## src/rtl/seg_xlate_pkg.sv

```systemverilog
package seg_xlate_pkg;
  localparam int LA_W     = 32;
  localparam int PA_W     = 36;
  localparam int OFF_W    = 12;
  localparam int LB_W     = LA_W - OFF_W;
  localparam int PB_W     = PA_W - OFF_W;
  localparam int DESC_W   = 64;
  localparam int CODE_W   = 5;
  localparam int MIN_CODE = OFF_W - 1;

  typedef enum logic [1:0] {
    KIND_RD  = 2'd0,
    KIND_WR  = 2'd1,
    KIND_EX  = 2'd2,
    KIND_RSV = 2'd3
  } acc_kind_e;

  typedef struct packed {
    logic [LB_W-1:0]   lbase;
    logic [PB_W-1:0]   pbase;
    logic [CODE_W-1:0] code;
    logic [2:0]        perm;   // bit0 read, bit1 write, bit2 execute
  } seg_desc_t;

  function automatic seg_desc_t unpack_desc(input logic [DESC_W-1:0] w);
    seg_desc_t d;
    d.lbase = w[63:44];
    d.pbase = w[43:20];
    d.code  = w[19:15];
    d.perm  = w[2:0];
    return d;
  endfunction

  function automatic seg_desc_t reset_desc(input int i);
    seg_desc_t d;
    d = '0;
    if (i == 0) begin
      d.code = 5'd30;
      d.perm = 3'b111;
    end else if (i == 1) begin
      d.lbase = 20'h80000;
      d.pbase = 24'h080000;
      d.code  = 5'd30;
      d.perm  = 3'b111;
    end
    return d;
  endfunction
endpackage

```

## src/rtl/seg_desc_file.sv

```systemverilog
module seg_desc_file
  import seg_xlate_pkg::*;
#(
  parameter int NUM_SEG = 16,
  localparam int IDX_W = $clog2(NUM_SEG)
) (
  input  logic                      clk,
  input  logic                      rst_n,
  input  logic                      cfg_we_i,
  input  logic [IDX_W-1:0]          cfg_idx_i,
  input  logic [DESC_W-1:0]         cfg_wdata_i,
  output seg_desc_t [NUM_SEG-1:0]   desc_o
);
  seg_desc_t [NUM_SEG-1:0] tbl_q;
  logic unused_rsv;

  assign unused_rsv = ^cfg_wdata_i[14:3];

  always_ff @(posedge clk) begin
    if (!rst_n) begin
      for (int i = 0; i < NUM_SEG; i++) tbl_q[i] <= reset_desc(i);
    end else if (cfg_we_i) begin
      tbl_q[cfg_idx_i] <= unpack_desc(cfg_wdata_i);
    end
  end

  assign desc_o = tbl_q;

  AST_CFG_WRITE: assert property (@(posedge clk) disable iff (!rst_n)
    cfg_we_i |=> tbl_q[$past(cfg_idx_i)] == unpack_desc($past(cfg_wdata_i)));
endmodule

```

## src/rtl/seg_entry_match.sv

```systemverilog
module seg_entry_match
  import seg_xlate_pkg::*;
(
  input  seg_desc_t         desc_i,
  input  logic [LA_W-1:0]   addr_i,
  input  logic [1:0]        kind_i,
  output logic              match_o,
  output logic              allow_o,
  output logic [PA_W-1:0]   phys_o
);
  logic [PA_W+OFF_W-1:0] ext_addr;
  logic [PB_W-1:0]       ext_lbase;
  int                    code_int;

  assign ext_addr  = {{(PA_W+OFF_W-LA_W){1'b0}}, addr_i};
  assign ext_lbase = {{(PB_W-LB_W){1'b0}}, desc_i.lbase};
  assign code_int  = int'(desc_i.code);

  always_comb begin
    match_o = (code_int >= MIN_CODE);
    phys_o  = '0;
    phys_o[OFF_W-1:0] = addr_i[OFF_W-1:0];
    for (int j = 0; j < PB_W; j++) begin
      if (j + OFF_W > code_int) begin
        if (ext_addr[j+OFF_W] != ext_lbase[j]) match_o = 1'b0;
        phys_o[j+OFF_W] = desc_i.pbase[j];
      end else begin
        phys_o[j+OFF_W] = ext_addr[j+OFF_W];
      end
    end
  end

  always_comb begin
    unique case (kind_i)
      KIND_RD: allow_o = desc_i.perm[0];
      KIND_WR: allow_o = desc_i.perm[1];
      KIND_EX: allow_o = desc_i.perm[2];
      default: allow_o = 1'b0;
    endcase
  end
endmodule

```

## src/rtl/seg_prio_pick.sv

```systemverilog
module seg_prio_pick
  import seg_xlate_pkg::*;
#(
  parameter int NUM_SEG = 16
) (
  input  logic [NUM_SEG-1:0]            match_i,
  input  logic [NUM_SEG-1:0]            allow_i,
  input  logic [NUM_SEG-1:0][PA_W-1:0]  phys_i,
  output logic                          any_o,
  output logic                          allow_o,
  output logic [PA_W-1:0]               phys_o
);
  always_comb begin
    any_o   = 1'b0;
    allow_o = 1'b0;
    phys_o  = '0;
    for (int i = 0; i < NUM_SEG; i++) begin
      if (match_i[i]) begin
        any_o   = 1'b1;
        allow_o = allow_i[i];
        phys_o  = phys_i[i];
      end
    end
  end
endmodule

```

## src/rtl/seg_xlate.sv

```systemverilog
module seg_xlate
  import seg_xlate_pkg::*;
#(
  parameter int NUM_SEG = 16,
  localparam int IDX_W = $clog2(NUM_SEG)
) (
  input  logic               clk,
  input  logic               rst_n,
  input  logic               cfg_we,
  input  logic [IDX_W-1:0]   cfg_idx,
  input  logic [DESC_W-1:0]  cfg_wdata,
  input  logic               req_valid,
  output logic               req_ready,
  input  logic [LA_W-1:0]    req_addr,
  input  logic [1:0]         req_kind,
  output logic               rsp_valid,
  input  logic               rsp_ready,
  output logic [PA_W-1:0]    rsp_paddr,
  output logic               rsp_hit,
  output logic               rsp_fault
);
  seg_desc_t [NUM_SEG-1:0]           desc;
  logic [NUM_SEG-1:0]                match_v;
  logic [NUM_SEG-1:0]                allow_v;
  logic [NUM_SEG-1:0][PA_W-1:0]      phys_v;
  logic                              any_m, sel_allow;
  logic [PA_W-1:0]                   sel_phys;
  logic                              accept;
  logic [OFF_W-1:0]                  r_off;

  seg_desc_file #(.NUM_SEG(NUM_SEG)) desc_file_i (
    .clk(clk), .rst_n(rst_n), .cfg_we_i(cfg_we), .cfg_idx_i(cfg_idx),
    .cfg_wdata_i(cfg_wdata), .desc_o(desc)
  );

  for (genvar g = 0; g < NUM_SEG; g++) begin : g_entry
    seg_entry_match entry_i (
      .desc_i(desc[g]), .addr_i(req_addr), .kind_i(req_kind),
      .match_o(match_v[g]), .allow_o(allow_v[g]), .phys_o(phys_v[g])
    );
  end

  seg_prio_pick #(.NUM_SEG(NUM_SEG)) pick_i (
    .match_i(match_v), .allow_i(allow_v), .phys_i(phys_v),
    .any_o(any_m), .allow_o(sel_allow), .phys_o(sel_phys)
  );

  assign req_ready = !rsp_valid || rsp_ready;
  assign accept    = req_valid && req_ready;

  always_ff @(posedge clk) begin
    if (!rst_n) begin
      rsp_valid <= 1'b0;
      rsp_paddr <= '0;
      rsp_hit   <= 1'b0;
      rsp_fault <= 1'b0;
      r_off     <= '0;
    end else begin
      if (req_ready) rsp_valid <= req_valid;
      if (accept) begin
        rsp_hit   <= any_m && sel_allow;
        rsp_fault <= any_m && !sel_allow;
        rsp_paddr <= (any_m && sel_allow) ? sel_phys
                                          : {{(PA_W-LA_W){1'b0}}, req_addr};
        r_off     <= req_addr[OFF_W-1:0];
      end
    end
  end

  AST_ACCEPT_RSP: assert property (@(posedge clk) disable iff (!rst_n)
    accept |=> rsp_valid);
  AST_STALL_HOLD: assert property (@(posedge clk) disable iff (!rst_n)
    (rsp_valid && !rsp_ready) |=> (rsp_valid && $stable(rsp_paddr) && $stable(rsp_hit) && $stable(rsp_fault)));
  AST_HIT_FAULT_EXCL: assert property (@(posedge clk) disable iff (!rst_n)
    rsp_valid |-> !(rsp_hit && rsp_fault));
  AST_PAGE_OFFSET: assert property (@(posedge clk) disable iff (!rst_n)
    rsp_valid |-> rsp_paddr[OFF_W-1:0] == r_off);
endmodule

```

## config.mk

```make
export PLATFORM = sky130hd
export DESIGN_NAME = seg_xlate
export DESIGN_NICKNAME = d
export VERILOG_FILES = /design/src/rtl/seg_xlate_pkg.sv /design/src/rtl/seg_desc_file.sv /design/src/rtl/seg_entry_match.sv /design/src/rtl/seg_prio_pick.sv /design/src/rtl/seg_xlate.sv
export SDC_FILE = /design/constraint.sdc
export NUM_CORES = 2
export LEC_CHECK = 0
export ABC_AREA = 1
export BUFFER_PORTS_ARGS = -buffer_cell sky130_fd_sc_hd__buf_4
export CAP_MARGIN = 10
export CORE_MARGIN = 10
export CORE_UTILIZATION = 30
export CTS_CLUSTER_DIAMETER = 60
export CTS_CLUSTER_SIZE = 25
export DETAILED_ROUTE_END_ITERATION = 10
export GPL_TIMING_DRIVEN = 0
export PLACE_DENSITY_LB_ADDON = 0.25
export SLEW_MARGIN = 20
export SYNTH_ARGS = -nofsm -noshare
export SYNTH_HDL_FRONTEND = slang
export SYNTH_HIERARCHICAL = 1
export SYNTH_SLANG_ARGS = --single-unit
```

## constraint.sdc

```tcl
create_clock -name clk -period 2.8 [get_ports clk]
set_input_delay 0.56 -clock clk [delete_from_list [all_inputs] [get_ports clk]]
set_output_delay 0.56 -clock clk [all_outputs]
set_load 0.05 [all_outputs]
```

==> summary.md <==
| Metric | Value |
|---|---|
| Residual DRC | `0` |
| Worst path most repeated cell | `nand2_1` |
| Syn. warnings | `6` |
| Delay of the slowest critical-path stage | `700 ps` |
| Hold crit path type | `in -> reg` |
| HPWL after DPL | `234,000 um` |
| First-pass DRT Iterations | `8` |
| Tcrit/Tclk final | `123%` |
| Via count | `61,288` |
| XOR/XNOR Fraction of Synth Area | `under 10%` |
| Clk Latency, worst-skew pair | `770 ps` |
| CP bufs+invs | `5` |
| GRT overflow | `0` |
| Placed insts | `11,562` |
| H-tree level count | `3` |
| Fin Setup TNS | `-20,920 ps` |
| Clock buffer depth | `3` |
| IO Pins | `147` |
| Syn_nets | `9,122` |
| Slowest CP cell | `buf_4` |
| Mux contribution to synthesized area | `between 3 and 4%` |
| Power Dens Cells | `527 nW/um^2` |
| Worst hold margin | `roughly 77 ps` |
| Core Util, Final | `37.6%` |
| Layout net count | `roughly 9,500` |
| TritonCTS Buffers | `112` |
| DP Area | `around 60,000 sq um` |
| Critical path arrival | `4150 ps` |
| GRT Overall Usage | `30.1%` |
| Leakage | `32.4 nW` |
| Post-place setup slack | `-3190 ps` |
| CORE AREA | `181,000 sq um` |
| Pins Over Slew Limit | `0` |
| Yosys top cell by area | `dfxtp_1` |
| Worst-path clk slew | `70 ps` |
| Starting Density | `a little under a third` |
| Seq cells post-synth | `871` |
| TritonCTS clock tree | `yes` |
| Synth top cells by count | `nand2_1 (2,798), nor2_1 (2,184), dfxtp_1 (871), inv_1 (561), nand3_1 (383)` |
| Final Cell Area | `68,000 sq um` |
| Antenna Nets Post-Route | `0` |
| Crit end category | `flip-flop` |
| Avg WL per Cell | `approximately 26 um` |
| Outcome | `finished with violations` |
| Main combinational cell family by area after synthesis | `simple AND/OR/NAND/NOR gates` |
| Area grow syn2layout | `24.5%` |
| Area share of the largest cell type after synthesis | `a little under a third` |
| Simple-gate share of the synthesized area | `around two fifths` |
| Critical path class | `in -> reg` |
| First-pass GRT wire length | `426,000 um` |
| Top delay family on crit path | `simple AND/OR/NAND/NOR gates` |
| Final setup vio count | `38` |
| Slew @ Worst Pin | `1360 ps` |
| Seq/Total Area, Yosys | `32.0%` |
| Mapped cell area | `54,600 sq um` |
| Synth async-reset ratio | `0%` |
| Total power | `35.8 mW` |
| Area of the die | `roughly 200,000 sq um` |
| RSZ-0062 raised after global routing | `yes` |
| Fin crit period | `3430 ps` |
| Most area-consuming cells after synthesis | `dfxtp_1 (32%), nand2_1 (19%), nor2_1 (15%), buf_4 (4.0%), inv_1 (3.9%)` |
| Routability cong. | `1.02` |
| Avg Inst Size Synth | `6.05 sq um` |
| DIE WIDTH | `between 400 and 500 um` |
| Achievable frequency | `0.291 GHz` |
| Largest net degree at the start of global routing | `36` |
| Drt total wl | `314,000 um` |
| Synth Area in Adders | `0%` |
| I/O Buffers | `between 100 and 150` |
| # rows | `~160` |
| Compound-Gate Fraction of Synth Area | `6.25%` |
| Count leader, synth | `nand2_1` |
| Antenna violations before repair | `20` |
| CP startpoint kind | `input port` |
| Slew Limit Headroom | `9.10%` |
| Synth cell types | `42` |
| Avg Vias per Cell | `5.16` |
| Vias in the first global route | `55,631` |
| Peak supply drop | `approximately 0.48 mV` |
| Fillcell total | `19,791` |
| Synth Instances | `9,015` |
| Finished Layout Cells | `11,874` |
| Failing checks | `negative setup slack` |
| Top_reg_cell synth | `dfxtp_1` |
| Final Worst Setup Slack | `-635 ps` |
| Hold violation count in the final report | `0` |
| Worst Path Required | `3520 ps` |
| EDFF count, synth | `0` |
| Setup Skew | `between 30 and 40 ps` |
| Layout cells sized above 1 | `between 15 and 20%` |
| Root Driver | `clkbuf_16` |
| Die Y | `roughly 450 um` |
| Number of clock sinks | `871` |
| Max Cap Violations | `0` |
| Crit path max fanout | `33` |
| 1st-iter DRT viols | `7,360` |
==> sequential cells by signal, summed over array words and instances, names as in the netlist <==
register and flops:
rsp_hit 1, rsp_paddr 36, desc_file_i/desc_o 832, rsp_valid 1, rsp_fault 1
==> layer usage <==
layer | wire, um | vias to the layer above | part of all wire, % | track usage, %
met5 | 63 | - | 0.020 | 0
met4 | 25200 | 10 | 8.0 | 20.6
met3 | 29800 | 847 | 9.5 | 5.98
met2 | 133000 | 3226 | 42 | 45.5
met1 | 126000 | 28574 | 40 | 38.5
li1 | - | 28631 | - | -
==> power by group <==
group / internal (mW) / switching, mW / leakage (nW)
clock network: 9.17 / 7.07 / 2.00
registers: 12.7 / 0.236 / 7.09
logic: 1.95 / 4.74 / 23.3
total: 23.8 / 12.0 / 32.4
==> area by class of cell <==
| class | count | area (sq um) | share of cell area (%) |
|---|---|---|---|
| diodes | 9 | 22.5 | 0.0331 |
| plain buffers | 778 | 4980 | 7.33 |
| clock buffers | 126 | 2980 | 4.38 |
| clock inverters | 88 | 1140 | 1.68 |
| inverters | 641 | 2510 | 3.69 |
| multi-input cells | 6725 | 32700 | 48.2 |
| flip-flops and latches | 871 | 17600 | 25.9 |
| well taps | 2370 | 2970 | 4.36 |
| repair buffers | 266 | 3050 | 4.49 |
==> placed cells by master (no fill, tap or decap), types with 40 or more instances in the layout <==
cell type,count
clkbuf_16,118
nand2_4,56
mux2_2,177
dfxtp_1,809
nand3_1,338
nor2_2,90
a221oi_1,41
o21ai_1,63
nand4_1,218
nand2_1,2623
o21ai_0,136
a21oi_1,158
nor2_4,40
clkbuf_2,50
xnor2_1,49
clkbuf_1,181
buf_6,65
buf_4,463
inv_2,75
xor2_1,201
buf_2,138
nand3_2,41
buf_1,52
nor3_1,46
inv_1,540
nand2_2,151
nor2_1,2067
==> path summary, 6_finish.rpt <==
path,startpoint,end,slack [ps],cells after the start
max,req_addr[28],rsp_paddr[13],-630,26
min,rst_n,rsp_paddr[28],80,3
max reg2reg,desc_file_i/desc_o[681],rsp_paddr[32],-620,19
min reg2reg,desc_file_i/desc_o[801],desc_file_i/desc_o[801],470,2
==> worst reg2reg max path: stages, from the launching register on <==
cell	delay (ps)
dfxtp_2	380
inv_1	110
nand2_1	110
o21ai_1	380
nand2_1	100
nand2_1	90
nor2_1	50
nand2_1	50
nor2_1	60
inv_2	110
nand2_1	110
clkbuf_2	350
a221oi_1	720
nand2_2	180
nand2_1	130
nand2_2	100
inv_1	90
nor2_2	40
nand2_1	80
a21oi_2	60
==> repair_timing <==
item | CTS | global route
endpoints found under the setup margin | 38 | 38
hold buffers | 0 | 0
resized for setup | 677 | 370
setup buffers | 67 | 19
gates cloned | 2 | 4
pin swaps | 72 | 100
==> cell families after synthesis <==
kind of cell,Yosys count
xor+xnor,250
buf+inv,1420
compound gates,575
simple gates,5722
mux,177
flops,871
(Power assumes the default switching activity.)
